### src/rtl/rsg_pkg.sv
package rsg_pkg;

    // Synchronized fault view that drives the stretch logic
    typedef struct packed {
        logic supply_low;
        logic manual;
    } fault_t;

    typedef enum logic [1:0] {
        PH_HOLD    = 2'd0,
        PH_STRETCH = 2'd1,
        PH_RUN     = 2'd2
    } phase_e;

    function automatic logic any_fault(input fault_t f);
        return f.supply_low | f.manual;
    endfunction

endpackage

### src/rtl/rsg_sync.sv
module rsg_sync #(
    parameter int   W       = 2,
    parameter int   STAGES  = 2,
    parameter logic RST_VAL = 1'b0
) (
    input  logic         clk,
    input  logic         rst,
    input  logic [W-1:0] d_i,
    output logic [W-1:0] q_o
);
    for (genvar b = 0; b < W; b++) begin : g_bit
        logic [STAGES-1:0] chain;
        always_ff @(posedge clk) begin
            if (rst) chain <= {STAGES{RST_VAL}};
            else     chain <= {chain[STAGES-2:0], d_i[b]};
        end
        assign q_o[b] = chain[STAGES-1];
    end
endmodule

### src/rtl/rsg_stretch.sv
module rsg_stretch
    import rsg_pkg::*;
#(
    parameter int REL_CYC = 10_000_000,
    parameter int MIN_CYC = 7_000_000
) (
    input  logic   clk,
    input  logic   rst,
    input  fault_t flt_i,
    output logic   rst_q_o,
    output logic   rst_n_q_o,
    output phase_e phase_o
);
    localparam int CNT_W = $clog2(REL_CYC + 1);
    localparam logic [CNT_W-1:0] REL_V = CNT_W'(REL_CYC);
    localparam logic [CNT_W-1:0] MIN_V = CNT_W'(MIN_CYC);

    logic [CNT_W-1:0] cnt, cnt_nx;
    logic             hold;

    // Supply fault restarts the full delay; manual fault only sets a floor
    always_comb begin
        if (flt_i.supply_low)  cnt_nx = REL_V;
        else if (flt_i.manual) cnt_nx = (cnt > MIN_V) ? cnt - 1'b1 : MIN_V;
        else                   cnt_nx = (cnt != '0) ? cnt - 1'b1 : '0;
    end

    assign hold = any_fault(flt_i) | (cnt != '0);

    always_ff @(posedge clk) begin
        if (rst) begin
            cnt       <= REL_V;
            rst_q_o   <= 1'b1;
            rst_n_q_o <= 1'b0;
        end else begin
            cnt       <= cnt_nx;
            rst_q_o   <= hold;
            rst_n_q_o <= ~hold;
        end
    end

    always_comb begin
        if (any_fault(flt_i)) phase_o = PH_HOLD;
        else if (cnt != '0)   phase_o = PH_STRETCH;
        else                  phase_o = PH_RUN;
    end

    AST_FAULT_HOLDS: assert property (@(posedge clk) disable iff (rst)
        any_fault(flt_i) |=> rst_q_o);
    AST_SUPPLY_RELOAD: assert property (@(posedge clk) disable iff (rst)
        flt_i.supply_low |=> (cnt == REL_V));
    AST_MIN_FLOOR: assert property (@(posedge clk) disable iff (rst)
        (flt_i.manual && !flt_i.supply_low) |=> (cnt >= MIN_V));
    AST_NO_EARLY_RELEASE: assert property (@(posedge clk) disable iff (rst)
        (rst_q_o && (cnt != '0)) |=> rst_q_o);
endmodule

### src/rtl/rst_pulse_gen.sv
module rst_pulse_gen
    import rsg_pkg::*;
#(
    parameter int REL_CYC = 10_000_000,
    parameter int MIN_CYC = 7_000_000
) (
    input  logic clk,
    input  logic rst,
    input  logic supply_ok_i,
    input  logic man_rst_n_i,
    output logic sys_rst_o,
    output logic sys_rst_n_o
);
    logic [1:0] raw, synced;
    fault_t     flt;
    phase_e     phase;

    assign raw = {supply_ok_i, man_rst_n_i};

    // Reset value 0 means both inputs read as faulted out of logic reset
    rsg_sync #(.W(2), .STAGES(2), .RST_VAL(1'b0)) u_sync (
        .clk (clk),
        .rst (rst),
        .d_i (raw),
        .q_o (synced)
    );

    assign flt.supply_low = ~synced[1];
    assign flt.manual     = ~synced[0];

    rsg_stretch #(.REL_CYC(REL_CYC), .MIN_CYC(MIN_CYC)) u_stretch (
        .clk       (clk),
        .rst       (rst),
        .flt_i     (flt),
        .rst_q_o   (sys_rst_o),
        .rst_n_q_o (sys_rst_n_o),
        .phase_o   (phase)
    );

    AST_COMPLEMENT: assert property (@(posedge clk) disable iff (rst)
        sys_rst_o != sys_rst_n_o);
    AST_RUN_IS_RELEASED: assert property (@(posedge clk) disable iff (rst)
        (phase == PH_RUN && $past(phase) == PH_RUN) |-> !sys_rst_o);
endmodule

### config.mk
export PLATFORM = sky130hd
export DESIGN_NAME = rst_pulse_gen
export DESIGN_NICKNAME = d
export VERILOG_FILES = /design/src/rtl/rsg_pkg.sv /design/src/rtl/rsg_sync.sv /design/src/rtl/rsg_stretch.sv /design/src/rtl/rst_pulse_gen.sv
export SDC_FILE = /design/constraint.sdc
export NUM_CORES = 1
export LEC_CHECK = 0
export CAP_MARGIN = 20
export CORE_MARGIN = 3
export CORE_UTILIZATION = 45
export DETAILED_ROUTE_END_ITERATION = 10
export PLACE_DENSITY = 0.61
export SYNTH_ARGS = -nofsm -noshare
export SYNTH_HDL_FRONTEND = slang
export SYNTH_SLANG_ARGS = --single-unit
### constraint.sdc
create_clock -name clk -period 5.35 [get_ports clk]
set_input_delay 0.8025 -clock clk [delete_from_list [all_inputs] [get_ports clk]]
set_output_delay 0.8025 -clock clk [all_outputs]
set_load 0.02 [all_outputs]
==> results.ini <==
[run_status]
status=finished clean

[clocking]
clk_pin_slew_worst_paths_ns=0.10
clk_latency_ns=0.33
post_cts_buffers=0
cts_buffer_depth=2
cts_tree=built
cts-buffers-inserted=5
clock_sinks=30
htreeDepth=2
cts_resized=0
cts_root_buffer=clkbuf_4
hold_buffers=0

[hold_path]
hold_path_class=flip-flop to flip-flop
min_path_cells=1

[setup_path]
slowest_stage=or3_1
required_ns=5.53
path_cells=nor4_2 > nand4_1 > or3_1 > nand2_1 > o21ai_1
critPathKind=flip-flop to flip-flop
critPathMaxFanout=7
endpoint_kind=flip-flop
cp_slowest_stage_delay_ns=0.60
cp.arrival_ns=2.32
cp-start-kind=flip-flop
reg2regPathDepth=5

[power]
irDropWorstVdd_uv=206
power_uw=391
leakage_uw=0.000534
power_density_nw_per_um2=251

[grt]
track_usage_pct=18.1
grt_max_degree=10
grt_pass1_wl_um=4830
overflow=0
antenna_found_initial=0
first_global_vias=1024

[timing]
min_period_ns=2.14
slew_violations=0
hold_violations=0
maxSlewHeadroom_pct=51.4
fin_ws_ns=3.21
max_freq_mhz=466
skew_ns=0.00957
setup_viol=0
worstMarginPinSlew_ns=0.724
grt_setup_unrepaired=no
fin_setup_tns_ns=0
finalCritPeriodShare_pct=40.1

[finish]
nNetsFinal=174
drive_above_1_share_pct=10.1
num-fill-cells=286
antennaDiodeCount=0
area_growth_pct=10.6

[synth]
synth_compound_area_share_pct=10.4
yosys.cell_types.count=39
ys_ff_latch=30
synth_top_family_by_area=simple AND/OR/NAND/NOR gates
syn-cell-area_um2=1410
syn_avg_cell_area_um2=8.85
synth.net_count=165
synth-xor-area-share_pct=11.8
yosys.area_share.simple_pct=31.6
synth_warnings=0
synthAdderAreaFrac_pct=1.78
yosysSeqAreaShare_pct=42.7
muxShareOfSynthArea_pct=0
postSynthCellCount=159

[route]
drc=0
num_vias=1127
wl_per_cell_um=14.0
drt_pre_antenna_iters=4
vias_per_cell=5.34
wl_um=2950
drt-initial-drc-count=51
ant_nets=0

[die]
fp.dieArea_um2=3840
io_pins=6
design.core.area_um2=2880
die_w_um=61.9
initial_core_util_pct=48.9
num_rows=19
die_y_um=61.9

[flow_run]
drv_cap=0

[placed_design]
gp_congestion=0.845
place.port_buffers=5
pre_cts_slack_ns=3.09
place_hpwl_um=2210

## where the power goes
group	internal, µW	leakage (µW)	switching [µW]
registers	226	0.000243	2.96
clock network	63.6	0.0000353	76.7
logic	9.43	0.000255	12.5
total	299	0.000534	92.1
## logic make-up (layout without fill, tap and decap cells)
logic type	after synthesis	in the layout
and+or+nand+nor	76	76
buffers and inverters	6	16
DFF	30	30
xor gates and xnor gates	19	19
AOI/OAI and AO/OA	26	26
adders and majority gates	2	2
## sequential cells by signal, summed over array words and instances (netlist names)
signal,count
u_stretch.rst_q_o,1
u_stretch.cnt,24
u_sync.g_bit.chain,4
u_stretch.rst_n_q_o,1
## layout by cell type (no fill, tap or decap), drive strengths merged
master	instances
nor3	8
o22ai	1
clkbuf	7
nor2b	5
xor2	10
or3	3
nand2b	2
a21oi	5
nor2	21
dfxtp	30
clkdlybuf4s50	5
nand4b	1
o31ai	1
a211oi	2
and4bb	1
nor3b	1
clkinv	1
ha	2
or4	3
nand3	7
nand2	9
o21ai	14
nor4	7
or3b	1
o211ai	1
o22a	1
xnor2	9
nand3b	1
a31oi	1
or4b	1
nand4	2
or2	2
inv	3
and4b	1
## cell usage after synthesis (all sizes together)
cell / n / area, µm²
o22ai: 1 / 6.26
or4b: 1 / 10.0
nor2b: 5 / 31.3
nand2b: 2 / 12.5
buf: 1 / 5.00
o21ai: 14 / 70.1
nor2: 21 / 78.8
nand2: 9 / 36.3
or3b: 1 / 8.76
or2: 2 / 12.5
dfxtp: 30 / 601
a31oi: 1 / 6.26
o22a: 1 / 8.76
nand3b: 1 / 7.51
and4bb: 1 / 12.5
nor3: 8 / 40.0
a21oi: 5 / 25.0
xnor2: 9 / 78.8
o31ai: 1 / 7.51
inv: 3 / 11.3
xor2: 10 / 87.6
and4b: 1 / 10.0
or4: 3 / 22.5
nand3: 7 / 47.6
a211oi: 2 / 15.0
nor4: 7 / 56.3
o211ai: 1 / 7.51
nand4: 2 / 12.5
or3: 3 / 28.8
clkbuf: 2 / 8.75
ha: 2 / 25.0
nor3b: 1 / 7.51
nand4b: 1 / 8.76
## area by class of cell
class / instances / area (µm²) / share of cell area [%]
inverters: 3 / 11.3 / 0.723
clock buffers: 7 / 55.1 / 3.54
flip-flops and latches: 30 / 601 / 38.6
repair buffers: 5 / 50.0 / 3.22
well taps: 42 / 52.6 / 3.38
multi-input cells: 123 / 782 / 50.2
clock inverters: 1 / 5.00 / 0.322
## worst max-delay path, delay by kind of cell, from the launching register on
kind,cells,cell delay (ns)
compound gates,1,0.10
flops,1,0.37
simple gates,4,1.51
## path summary, 6_finish.rpt
check                      startpoint                  endpoint  slack (ns)
min          u_sync.g_bit[1].chain[0]  u_sync.g_bit[1].chain[1]        0.46
max                  u_stretch.cnt[9]         u_stretch.cnt[20]        3.21
max reg2reg          u_stretch.cnt[9]         u_stretch.cnt[20]        3.21
min reg2reg  u_sync.g_bit[1].chain[0]  u_sync.g_bit[1].chain[1]        0.46
## stage by stage
step | hold WS [ns] | cell area [µm²] | instances | util [%]
2_1_floorplan | 0.414 | 1410 | 159 | -
3_3_place_gp | 0.438 | 1500 | 203 | 52.0
3_5_place_dp | 0.444 | 1500 | 203 | 52.0
4_1_cts | 0.463 | 1560 | 211 | 54.1
5_1_grt | 0.470 | 1560 | 211 | 54.1
6_report | 0.458 | 1560 | 211 | 54.1
## metal layers
| layer | track usage, % | vias up | wire [µm] |
|---|---|---|---|
| met4 | 7.27 | 0 | 34 |
| met3 | 6.20 | 5 | 159 |
| li1 | - | 583 | - |
| met5 | 0 | - | 0 |
| met1 | 23.5 | 519 | 1370 |
| met2 | 27.5 | 20 | 1390 |
(Power assumes the default switching activity.)
